## src/rtl/eeprom_wr_pkg.sv

```systemverilog
package eeprom_wr_pkg;
  typedef enum logic [2:0] {
    ST_IDLE,
    ST_LOAD,
    ST_WEL,
    ST_PRD,
    ST_PGAP
  } wr_state_e;
endpackage

```

## src/rtl/eeprom_tmr.sv

```systemverilog
module eeprom_tmr #(
  parameter int unsigned LIMIT = 16
) (
  input  logic clk_i,
  input  logic rst_ni,
  input  logic load_i,
  output logic expired_o
);
  localparam int unsigned W = $clog2(LIMIT + 1);

  logic [W-1:0] cnt_q;

  always_ff @(posedge clk_i or negedge rst_ni) begin
    if (!rst_ni)              cnt_q <= '0;
    else if (load_i)          cnt_q <= W'(LIMIT);
    else if (cnt_q != '0)     cnt_q <= cnt_q - 1'b1;
  end

  assign expired_o = (cnt_q == '0);
endmodule

```

## src/rtl/eeprom_poll_eval.sv

```systemverilog
module eeprom_poll_eval (
  input  logic       clk_i,
  input  logic       rst_ni,
  input  logic       clear_i,
  input  logic       sample_i,
  input  logic       mode_i,
  input  logic [1:0] status_i,  // {bit7, bit6} of the read byte
  input  logic       ref_i,     // bit7 of last written byte
  output logic       match_o
);
  logic prev_q, have_q;

  always_ff @(posedge clk_i or negedge rst_ni) begin
    if (!rst_ni) begin
      prev_q <= 1'b0;
      have_q <= 1'b0;
    end else if (clear_i) begin
      have_q <= 1'b0;
    end else if (sample_i) begin
      prev_q <= status_i[0];
      have_q <= 1'b1;
    end
  end

  assign match_o = mode_i ? (have_q && (status_i[0] == prev_q))
                          : (status_i[1] == ref_i);
endmodule

```

## src/rtl/eeprom_wr_ctrl.sv

```systemverilog
module eeprom_wr_ctrl
  import eeprom_wr_pkg::*;
#(
  parameter int unsigned ADDR_W       = 15,
  parameter int unsigned OFF_W        = 7,
  parameter int unsigned DATA_W       = 8,
  parameter int unsigned WE_LOW_CYC   = 4,
  parameter int unsigned POLL_RD_CYC  = 4,
  parameter int unsigned LOAD_WIN_CYC = 18000,
  parameter int unsigned TIMEOUT_CYC  = 2000000
) (
  input  logic              clk_i,
  input  logic              rst_ni,
  input  logic              start_i,
  input  logic [ADDR_W-1:0] base_addr_i,
  input  logic [OFF_W:0]    count_i,
  input  logic              mode_i,
  input  logic              src_valid_i,
  input  logic [DATA_W-1:0] src_data_i,
  output logic              src_ready_o,
  output logic              ce_no,
  output logic              oe_no,
  output logic              we_no,
  output logic [ADDR_W-1:0] addr_o,
  output logic [DATA_W-1:0] data_o,
  output logic              data_oe_o,
  input  logic [DATA_W-1:0] bus_i,
  output logic              busy_o,
  output logic              done_o,
  output logic              timeout_o
);
  localparam int unsigned PAGE_W     = ADDR_W - OFF_W;
  localparam int unsigned CNT_W      = OFF_W + 1;
  localparam int unsigned PAGE_BYTES = 1 << OFF_W;
  localparam int unsigned PH_MAX     = (WE_LOW_CYC > POLL_RD_CYC) ? WE_LOW_CYC : POLL_RD_CYC;
  localparam int unsigned PH_W       = $clog2(PH_MAX + 1);
  localparam int unsigned GAP_W      = $clog2(LOAD_WIN_CYC + 2);

  wr_state_e         st_q;
  logic [PH_W-1:0]   ph_q;
  logic [PAGE_W-1:0] page_q;
  logic [OFF_W-1:0]  off_q;
  logic [CNT_W-1:0]  remain_q;
  logic              loaded_q, mode_q, done_q, tmo_q;
  logic [ADDR_W-1:0] waddr_q;
  logic [DATA_W-1:0] wdata_q;

  logic [CNT_W-1:0]  eff_cnt;
  logic win_exp, tmo_exp, match;
  logic accept, cut, we_last, enter_poll, sample;

  assign eff_cnt    = (count_i > CNT_W'(PAGE_BYTES)) ? CNT_W'(PAGE_BYTES) : count_i;
  assign src_ready_o = (st_q == ST_LOAD) && !(loaded_q && win_exp);
  assign accept     = src_valid_i && src_ready_o;
  assign cut        = (st_q == ST_LOAD) && loaded_q && win_exp;
  assign we_last    = (st_q == ST_WEL) && (ph_q == PH_W'(WE_LOW_CYC - 1));
  assign enter_poll = cut || (we_last && (remain_q == CNT_W'(1)));
  assign sample     = (st_q == ST_PRD) && (ph_q == PH_W'(POLL_RD_CYC - 1));

  // load window restarts on every write-enable fall
  eeprom_tmr #(.LIMIT(LOAD_WIN_CYC)) u_win (
    .clk_i, .rst_ni, .load_i(accept), .expired_o(win_exp)
  );

  eeprom_tmr #(.LIMIT(TIMEOUT_CYC)) u_tmo (
    .clk_i, .rst_ni, .load_i(enter_poll), .expired_o(tmo_exp)
  );

  eeprom_poll_eval u_eval (
    .clk_i, .rst_ni,
    .clear_i (enter_poll),
    .sample_i(sample),
    .mode_i  (mode_q),
    .status_i(bus_i[DATA_W-1 -: 2]),
    .ref_i   (wdata_q[DATA_W-1]),
    .match_o (match)
  );

  logic unused_bus;
  assign unused_bus = ^bus_i[DATA_W-3:0];

  always_ff @(posedge clk_i or negedge rst_ni) begin
    if (!rst_ni) begin
      st_q     <= ST_IDLE;
      ph_q     <= '0;
      page_q   <= '0;
      off_q    <= '0;
      remain_q <= '0;
      loaded_q <= 1'b0;
      mode_q   <= 1'b0;
      waddr_q  <= '0;
      wdata_q  <= '0;
      done_q   <= 1'b0;
      tmo_q    <= 1'b0;
    end else begin
      done_q <= 1'b0;
      tmo_q  <= 1'b0;
      unique case (st_q)
        ST_IDLE: if (start_i && (eff_cnt != '0)) begin
          page_q   <= base_addr_i[ADDR_W-1:OFF_W];
          off_q    <= base_addr_i[OFF_W-1:0];
          remain_q <= eff_cnt;
          mode_q   <= mode_i;
          loaded_q <= 1'b0;
          st_q     <= ST_LOAD;
        end
        ST_LOAD: if (cut) begin
          ph_q <= '0;
          st_q <= ST_PRD;
        end else if (accept) begin
          wdata_q <= src_data_i;
          waddr_q <= {page_q, off_q};
          ph_q    <= '0;
          st_q    <= ST_WEL;
        end
        ST_WEL: if (we_last) begin
          off_q    <= off_q + 1'b1;
          remain_q <= remain_q - 1'b1;
          loaded_q <= 1'b1;
          ph_q     <= '0;
          st_q     <= (remain_q == CNT_W'(1)) ? ST_PRD : ST_LOAD;
        end else begin
          ph_q <= ph_q + 1'b1;
        end
        ST_PRD: if (sample) begin
          if (match) begin
            done_q <= 1'b1;
            st_q   <= ST_IDLE;
          end else if (tmo_exp) begin
            tmo_q <= 1'b1;
            st_q  <= ST_IDLE;
          end else begin
            st_q <= ST_PGAP;
          end
        end else begin
          ph_q <= ph_q + 1'b1;
        end
        ST_PGAP: begin
          ph_q <= '0;
          st_q <= ST_PRD;
        end
        default: st_q <= ST_IDLE;
      endcase
    end
  end

  assign ce_no     = !((st_q == ST_WEL) || (st_q == ST_PRD));
  assign we_no     = (st_q != ST_WEL);
  assign oe_no     = (st_q != ST_PRD);
  assign data_oe_o = (st_q == ST_WEL);
  assign addr_o    = waddr_q;
  assign data_o    = wdata_q;
  assign busy_o    = (st_q != ST_IDLE);
  assign done_o    = done_q;
  assign timeout_o = tmo_q;

  // spacing monitor for write-enable falls
  logic             we_prev_q, seen_q;
  logic [GAP_W-1:0] gap_q;
  logic             we_fall;
  assign we_fall = we_prev_q && !we_no;

  always_ff @(posedge clk_i or negedge rst_ni) begin
    if (!rst_ni) begin
      we_prev_q <= 1'b1;
      seen_q    <= 1'b0;
      gap_q     <= '0;
    end else begin
      we_prev_q <= we_no;
      if (!busy_o) begin
        seen_q <= 1'b0;
        gap_q  <= '0;
      end else if (we_fall) begin
        seen_q <= 1'b1;
        gap_q  <= GAP_W'(1);
      end else if (gap_q != GAP_W'(LOAD_WIN_CYC + 1)) begin
        gap_q <= gap_q + 1'b1;
      end
    end
  end

  p_idle_quiet_r1: assert property (@(posedge clk_i) disable iff (!rst_ni)
    !busy_o |-> (ce_no && we_no && oe_no && !data_oe_o && !src_ready_o));

  p_wr_strobe_r4: assert property (@(posedge clk_i) disable iff (!rst_ni)
    !we_no |-> (!ce_no && oe_no && data_oe_o));

  p_we_gap_r5: assert property (@(posedge clk_i) disable iff (!rst_ni)
    (we_fall && seen_q) |-> (gap_q <= GAP_W'(LOAD_WIN_CYC)));

  p_rd_strobe_r7: assert property (@(posedge clk_i) disable iff (!rst_ni)
    !oe_no |-> (!ce_no && we_no && !data_oe_o));

  p_rd_release_r7: assert property (@(posedge clk_i) disable iff (!rst_ni)
    $rose(oe_no) |-> ce_no);

  p_end_excl_r11: assert property (@(posedge clk_i) disable iff (!rst_ni)
    $onehot0({done_o, timeout_o}));

  p_end_pulse_r11: assert property (@(posedge clk_i) disable iff (!rst_ni)
    (done_o || timeout_o) |=> (!done_o && !timeout_o && !busy_o));
endmodule

```

## config.mk

```make
export PLATFORM = sky130hd
export DESIGN_NAME = eeprom_wr_ctrl
export DESIGN_NICKNAME = d
export VERILOG_FILES = /design/src/rtl/eeprom_wr_pkg.sv /design/src/rtl/eeprom_tmr.sv /design/src/rtl/eeprom_poll_eval.sv /design/src/rtl/eeprom_wr_ctrl.sv
export SDC_FILE = /design/constraint.sdc
export NUM_CORES = 1
export LEC_CHECK = 0
export ABC_AREA = 1
export BUFFER_PORTS_ARGS = -buffer_cell sky130_fd_sc_hd__buf_2
export CAP_MARGIN = 20
export CORE_MARGIN = 5
export CORE_UTILIZATION = 57
export DETAILED_ROUTE_END_ITERATION = 8
export MAX_ROUTING_LAYER = met4
export PLACE_DENSITY = 0.92
export SLEW_MARGIN = 20
export SYNTH_ARGS = -nofsm -noshare
export SYNTH_HDL_FRONTEND = slang
export SYNTH_SLANG_ARGS = --single-unit
```

## constraint.sdc

```tcl
create_clock -name clk_i -period 1.93 [get_ports clk_i]
set_input_delay 0.0965 -clock clk_i [delete_from_list [all_inputs] [get_ports clk_i]]
set_output_delay 0.0965 -clock clk_i [all_outputs]
set_load 0.005 [all_outputs]
```

==> impl_metrics.py, run 1 <==
metrics = {
    "floorplanning": {
        "core-area_um2": 8720,
        "std_cell_rows": 34,
        "die-area_um2": 11000,
        "floorplan.initialDensity_pct": 58.7,
        "io_pins": 75,
        "fp.dieH_um": 105,
        "chip_width_um": 105,
    },
    "sta": {
        "hold-worst-slack_ns": 0.00796,
        "layout_worst_path_cycle_share_pct": 97.7,
        "max_freq_ghz": 0.530,
        "timing.max_slew.rel_slack_pct": 67.3,
        "setup_violation_total_in_the_final_timing_report": 0,
        "timing.setup.tns_ns": 0,
        "hold_viol": 0,
        "skew_ns": 0.0101,
        "worst_slew_pin_slew_ns": 0.490,
        "setup_repair_after_global_routing_missed_its_margin": "yes",
        "slew_viol_final": 0,
        "period_needed_ns": 1.89,
        "layout_setup_ws_ns": 0.0442,
    },
    "hold_path": {
        "worst_hold_startpoint": "mode_i",
        "min_to": "mode_q",
        "whs_path_depth": 3,
        "holdCritPathClass": "in -> reg",
    },
    "pwr": {
        "cellPowerDensity_nw_per_um2": 1550,
        "pwr-share-comb_pct": 46.9,
        "switchingPower_w": 0.00418,
        "power.ir.vdd_worst_v": 0.000805,
        "seq_power_share_pct": 38.1,
        "total_internal_power_w": 0.00531,
        "total_leakage_power_nw": 3.15,
        "clock_group_share_of_total_power_pct": 14.9,
        "swShare_pct": 44.0,
    },
    "worst_setup_path": {
        "setup.worst_path.start_class": "flip-flop",
        "arrival_ns": 2.19,
        "startpoint_of_the_worst_register_to_register_path": "ph_q[0]",
        "worstPathRequired_ns": 2.23,
        "timing.setup.critical_path_class": "reg -> reg",
        "timing.rr.end": "page_q[6]",
        "crit_path_end_kind": "flip-flop",
        "timing.critical_path.fanout_max": 9,
        "rrSetupSlack_ns": 0.04,
        "timing.reg2reg.worst_path_depth": 7,
    },
    "placement": {
        "post-dp-hpwl_um": 9000,
        "detailed_place.area_um2": 5640,
        "placement.setup.worst_slack_ns": -0.00350,
        "io_buffer_count": 68,
        "place_congestion": 0.936,
    },
    "logic_synthesis": {
        "asyncSetResetFlopFracSynth_pct": 100,
        "synth_ff_type": "dfrtp_1",
        "synth_largest_area_cell": "dfrtp_1",
        "synth_nets": 725,
        "synth_area_leaders": "dfrtp_1 46%, nand2_1 16%, nor2_1 6.8%",
        "synth_enable_flop_cells": 0,
        "postSynthCellCount": 672,
        "yosysMostFrequentCell": "nand2_1",
        "unique_cell_type_count_in_the_yosys_netlist": 36,
        "synth.ff_latch_count": 94,
        "synth.cells.most_frequent": "225 x nand2_1, 94 x dfrtp_1, 93 x nor2_1, 54 x inv_1, 34 x nand3_1",
        "avgSynthCellArea_um2": 7.62,
        "syn-cell-area_um2": 5120,
        "synth_largest_type_area_fraction_pct": 45.9,
        "synth_warnings": 0,
        "yosysSeqAreaShare_pct": 45.9,
    },
    "clock_tree": {
        "clock-sinks": 94,
        "clk_pin_slew_ns": 0.09,
        "cts_made_buffers": 9,
        "h-tree-depth": 3,
        "clock_latency_ns": 0.36,
        "tritoncts_clock_tree": "built",
        "cts-root-to-sink-buffers": 2,
        "cts_root_buffer": "clkbuf_8",
    },
    "grt": {
        "grt_first_pass_wirelength_um": 22000,
        "grt-ovfl-total": 0,
        "via_count_of_the_first_global_routing_pass": 4805,
        "grt_max_degree": 95,
        "grt_use_total_pct": 24.6,
        "grt_antenna_before_repair": 0,
    },
    "run_status": {
        "result_of_the_run": "completed",
    },
    "layout": {
        "num-nets-final": 823,
        "design_area_um2": 6110,
        "insertedDiodeCount": 0,
        "post_route_cells_drive_above_1_share_pct": 17.2,
        "area_growth_pct": 19.4,
        "filler_cell_count": 607,
    },
    "drt": {
        "num_vias": 4842,
        "route.detailed.drc": 0,
        "drt_first_pass_iters": 5,
        "via_per_inst": 5.48,
        "drtAntennaViolNets": 0,
        "routed_wl_um": 13000,
        "starting_drt_drc_count": 467,
        "post_drt_wl_per_cell_um": 14.7,
    },
    "run": {
        "maxcap_viol_count": 0,
    },
}
-- power by group through the flow --
stage / clock network [W] / registers (W) / logic [W]
after global routing: 0.00154 / 0.00373 / 0.00502
after global placement: 0 / 0.00356 / 0.00393
after CTS: 0.00143 / 0.00359 / 0.00427
after floorplan: 0 / 0.00344 / 0.00300
after detailed placement: 0 / 0.00361 / 0.00417
final: 0.00142 / 0.00362 / 0.00446
-- per-stage QoR --
stage          cells  utilization [%]  power, W
2_1_floorplan    672                -   0.00644
5_1_grt          883             70.1    0.0103
4_1_cts          876             69.0   0.00929
3_3_place_gp     845             64.7   0.00749
6_report         883             70.1   0.00950
3_5_place_dp     845             64.7   0.00778
-- worst max-delay path, stage by stage (launching register included) --
cell	delay [ns]
dfrtp_1	0.41
ha_1	0.22
ha_1	0.27
o211ai_1	0.29
inv_2	0.08
nand3_1	0.29
nand2_1	0.15
nand2_1	0.11
-- cell usage in the layout (no fill, tap or decap), types with 7 or more instances in the layout --
master	Yosys	routed
a21oi_1	10	10
inv_1	54	51
xor2_1	19	19
nor2_1	93	92
dlygate4sd3_1	0	15
nand2_1	225	225
xnor2_1	9	9
dfrtp_1	94	94
nand3_1	34	34
buf_2	6	66
o21ai_0	29	29
buf_4	4	16
ha_1	9	7
nor3_1	17	17
nand4_1	19	19
clkbuf_8	0	10
-- sequential cells by signal (all words and copies together), names as in the netlist, 3 cells and up --
name / cells
st_q: 3
data_o: 8
ph_q: 3
u_tmo.cnt_q: 21
addr_o: 15
off_q: 7
page_q: 8
u_win.cnt_q: 15
remain_q: 8
-- per-layer routing --
metal  track usage, %  vias up  part of all wire (%)  wire, um
met1             30.0     2250                    39      5080
met2             40.5      216                    51      6590
met4             8.86        0                   3.2       415
met5                -        -                     0         0
li1                 -     2328                     -         -
met3             5.18       48                   6.8       880
-- layout make-up --
type / count / area [um^2] / area share [%]
clock buffer: 13 / 149 / 2.44
clock inverter: 3 / 67.6 / 1.10
inverter: 59 / 229 / 3.74
multi-input combinational: 504 / 2490 / 40.7
sequential: 94 / 2350 / 38.5
tap: 108 / 135 / 2.21
timing repair buffer: 102 / 692 / 11.3
-- worst max-delay path by stage --
stage	cells after the start	endpoint	start	slack, ns
3_5_place_dp	13	addr_o[0]	u_win.cnt_q[0]	-0.003
3_3_place_gp	13	addr_o[6]	u_win.cnt_q[0]	0.14
5_1_grt	10	src_ready_o	u_win.cnt_q[0]	-0.006
6_report	7	page_q[6]	ph_q[0]	0.04
2_1_floorplan	12	u_win.cnt_q[6]	u_win.cnt_q[0]	0.34
4_1_cts	10	src_ready_o	u_win.cnt_q[0]	0.02
-- logic make-up (layout without fill, tap and decap cells) --
family / Yosys count / in the layout / share of synthesized area [%]
and+or+nand+nor: 414 / 415 / 35.0
xor gates and xnor gates: 28 / 28 / 4.79
DFF: 94 / 94 / 45.9
adders and majority gates: 9 / 9 / 2.20
buffers and inverters: 75 / 177 / 6.35
AOI/OAI and AO/OA: 52 / 52 / 5.67
-- timing repair --
action	4_1_cts	5_1_grt
gates cloned	0	1
resized for setup	2	11
hold endpoints to repair	108	0
setup endpoints to repair	16	28
buffers inserted	0	6
pin swaps	0	3
hold buffers	15	0
No activity file was read; power rests on OpenSTA's default activity.
==> inputs of run 2 (changes only) <==
--- a/config.mk
+++ b/config.mk
@@ -5,14 +5,14 @@
 export SDC_FILE = /design/constraint.sdc
 export NUM_CORES = 1
 export LEC_CHECK = 0
-export ABC_AREA = 1
+export ABC_AREA = 0
 export BUFFER_PORTS_ARGS = -buffer_cell sky130_fd_sc_hd__buf_2
-export CAP_MARGIN = 20
+export CAP_MARGIN = 30
 export CORE_MARGIN = 5
 export CORE_UTILIZATION = 57
 export DETAILED_ROUTE_END_ITERATION = 8
 export MAX_ROUTING_LAYER = met4
-export PLACE_DENSITY = 0.92
+export PLACE_DENSITY_LB_ADDON = 0.05
 export SLEW_MARGIN = 20
 export SYNTH_ARGS = -nofsm -noshare
 export SYNTH_HDL_FRONTEND = slang
==> run 2 against run 1 <==
Effect of this change:
- the run now ends with negative setup slack left
- sequential power barely moved
- critical path depth fell by 1
- sequential cell count did not move
- non-clock buffer count rose by 59
- via count fell by 9.6%
- die area fell by 5.5%
- hold slack improved by 0.056 ns
- synthesized area fell by 6.1%
- core utilization rose by 9.1 points
- global-route usage rose by 0.41 points
==> impl_metrics.py, run 2 <==
metrics = {
    "drt": {
        "drtAntennaViolNets": 0,
        "via_per_inst": 6.02,
        "routed_wl_um": 12500,
        "num_vias": 4378,
        "post_drt_wl_per_cell_um": 17.2,
        "drt_first_pass_iters": 5,
        "route.detailed.drc": 0,
        "starting_drt_drc_count": 238,
    },
    "logic_synthesis": {
        "asyncSetResetFlopFracSynth_pct": 100,
        "avgSynthCellArea_um2": 10.3,
        "unique_cell_type_count_in_the_yosys_netlist": 54,
        "synth_largest_area_cell": "dfrtp_1",
        "synth_area_leaders": "dfrtp_1 49%, mux2_2 8.0%, a21oi_1 3.4%",
        "synth_warnings": 0,
        "synth.ff_latch_count": 94,
        "postSynthCellCount": 467,
        "yosysMostFrequentCell": "dfrtp_1",
        "synth_largest_type_area_fraction_pct": 48.9,
        "synth_enable_flop_cells": 0,
        "syn-cell-area_um2": 4810,
        "synth_ff_type": "dfrtp_1",
        "yosysSeqAreaShare_pct": 48.9,
        "synth.cells.most_frequent": "94 x dfrtp_1, 34 x mux2_2, 33 x a21oi_1, 25 x nand2_1, 23 x o21ai_0",
        "synth_nets": 520,
    },
    "worst_setup_path": {
        "critical_path.top_delay_family": "simple AND/OR/NAND/NOR gates",
        "worstPathBufferInverterCount": 1,
        "timing.critical_path.fanout_max": 3,
        "arrival_ns": 2.24,
        "worstPathRequired_ns": 2.22,
        "setup.worst_path.start_class": "flip-flop",
        "critical_path.cell_chain": "inv_2 -> ha_4 -> or3b_4 -> or4_1 -> or3_1 -> a21oi_1",
        "crit_path_end_kind": "flip-flop",
        "worst_path_largest_cell_delay_ns": 0.41,
        "timing.setup.critical_path_class": "reg -> reg",
        "critical-path-slowest-cell": "or4_1",
    },
    "layout": {
        "registers.top_by_ff_count": "u_tmo.cnt_q",
        "mostFrequentLayoutCells": "90 x dfrtp_1, 68 x buf_4, 66 x buf_2, 34 x mux2_2, 28 x a21oi_1",
        "largest_register_ffs": 21,
        "most_frequent_standard_cell_in_the_layout_excluding_fill_and_tap_cells": "dfrtp_1",
        "area_growth_pct": 35.3,
        "seqCellArea_um2": 2360,
        "multi_input_comb_area_um2": 2560,
        "filler_cell_count": 508,
        "insertedDiodeCount": 0,
        "post_route_cells_drive_above_1_share_pct": 40.7,
        "num-nets-final": 670,
    },
    "sta": {
        "layout_setup_ws_ns": -0.0234,
        "setup_violation_total_in_the_final_timing_report": 4,
        "layout_worst_path_cycle_share_pct": 101,
        "period_needed_ns": 1.95,
        "setup_repair_after_global_routing_missed_its_margin": "yes",
        "max_freq_ghz": 0.512,
        "timing.max_slew.rel_slack_pct": 66.4,
        "hold_viol": 0,
        "skew_ns": 0.00964,
        "worst_slew_pin_slew_ns": 0.503,
        "slew_viol_final": 0,
        "timing.setup.tns_ns": -0.0653,
    },
    "run_status": {
        "result_of_the_run": "complete, but fails checks",
        "violations_in_the_final_reports": "negative setup slack",
    },
    "placement": {
        "place_congestion": 0.856,
        "placement.setup.worst_slack_ns": -0.0701,
        "post-dp-hpwl_um": 8370,
        "io_buffer_count": 68,
    },
    "pwr": {
        "seq_power_share_pct": 35.3,
        "power.ir.vdd_worst_v": 0.000896,
        "switchingPower_w": 0.00396,
        "total_internal_power_w": 0.00627,
        "clock_group_share_of_total_power_pct": 14.7,
        "cellPowerDensity_nw_per_um2": 1570,
        "pwr-share-comb_pct": 50.0,
        "total_leakage_power_nw": 2.82,
        "swShare_pct": 38.7,
    },
    "clock_tree": {
        "h-tree-depth": 3,
        "cts-root-to-sink-buffers": 2,
        "clk_pin_slew_ns": 0.10,
        "cts_made_buffers": 9,
        "clock_latency_ns": 0.36,
        "cts_root_buffer": "clkbuf_8",
        "tritoncts_clock_tree": "built",
        "clock-sinks": 94,
    },
    "grt": {
        "grt-ovfl-total": 0,
        "via_count_of_the_first_global_routing_pass": 4371,
        "grt_use_total_pct": 25.0,
        "grt_max_degree": 39,
        "grt_antenna_before_repair": 0,
        "grt_first_pass_wirelength_um": 20400,
    },
    "floorplanning": {
        "std_cell_rows": 33,
        "core-area_um2": 8220,
        "chip_width_um": 102,
        "io_pins": 75,
        "fp.dieH_um": 102,
        "die-area_um2": 10400,
        "floorplan.initialDensity_pct": 58.5,
    },
    "hold_path": {
        "holdCritPathClass": "in -> reg",
    },
    "run": {
        "maxcap_viol_count": 0,
    },
}
run 2: cell count changes in the layout (fill, tap and decap cells not counted), moves of 11 or more:
cell     previous run  this run
inv_1              51        14
buf_4              16        68
nor2_1             92        19
nand3_1            34        20
nand4_1            19         8
a21oi_1            10        28
or3_1               0        16
mux2_2              0        34
nand2_1           225        21
xor2_1             19         3
run 2: final cells by class:
class / instances / area share (%)
Clock buffer: 10 / 2.12
Clock inverter: 6 / 1.44
Inverter: 19 / 1.10
Multi-Input combinational cell: 332 / 39.3
Sequential cell: 94 / 36.2
Tap cell: 105 / 2.02
Timing Repair Buffer: 161 / 17.8
run 2: layer usage:
metal	GRT usage [%]	part of all wire [%]
met1	31.9	43
met2	41.8	52
met3	3.82	3.7
met4	7.16	1.7
met5	-	0
run 2: power groups by stage:
stage / registers, W / logic, W / clock network, W
after detailed placement: 0.00357 / 0.00441 / 0
final: 0.00362 / 0.00511 / 0.00150
after CTS: 0.00354 / 0.00461 / 0.00154
after global routing: 0.00375 / 0.00559 / 0.00160
after global placement: 0.00350 / 0.00426 / 0
after floorplan: 0.00348 / 0.00274 / 0
run 2: worst paths after layout:
kind | start | end | slack (ns) | cells after the start
max in group asynchronous | rst_ni | remain_q[7] | 1.02 | 3
worst max-delay path | u_tmo.cnt_q[0] | u_tmo.cnt_q[14] | -0.02 | 6
worst min register to register | ph_q[0] | ph_q[0] | 0.49 | 1
min in group asynchronous | rst_ni | u_win.cnt_q[7] | 0.23 | 2
worst min-delay path | base_addr_i[0] | off_q[0] | 0.06 | 3
worst max register to register | u_tmo.cnt_q[0] | u_tmo.cnt_q[14] | -0.02 | 6
run 2: through the flow:
step           instances  power (W)  instance area, um^2  hold slack [ns]  utilization (%)
6_report             727     0.0102                 6500           0.0635             79.2
5_1_grt              727     0.0109                 6500           0.0640             79.2
4_1_cts              719    0.00968                 6240           0.0453             75.9
3_5_place_dp         679    0.00798                 5750           0.0747             69.9
3_3_place_gp         679    0.00776                 5750           0.0736             69.9
2_1_floorplan        467    0.00622                 4870           -0.199                -
run 2: repair_timing:
item | 4_1_cts | 5_1_grt
hold buffers | 20 | 0
resized for setup | 9 | 47
hold endpoints to repair | 51 | 0
setup buffers | 4 | 8
pin swaps | 5 | 11
setup endpoints to repair | 36 | 64
run 2: cells by family (layout without fill, tap and decap cells):
group	Yosys count	count (layout)	synth area share (%)
AOI/OAI and AO/OA	116	116	15.8
DFF	94	94	48.9
adders and majority gates	9	9	2.34
xor gates and xnor gates	6	6	1.09
buffers and inverters	41	196	3.54
and+or+nand+nor	167	167	20.3
muxes	34	34	7.96
run 2: worst register-to-register path: stages, from the launching register on:
cell	delay, ns
dfrtp_1	0.40
inv_2	0.11
ha_4	0.15
or3b_4	0.37
or4_1	0.41
or3_1	0.32
a21oi_1	0.12
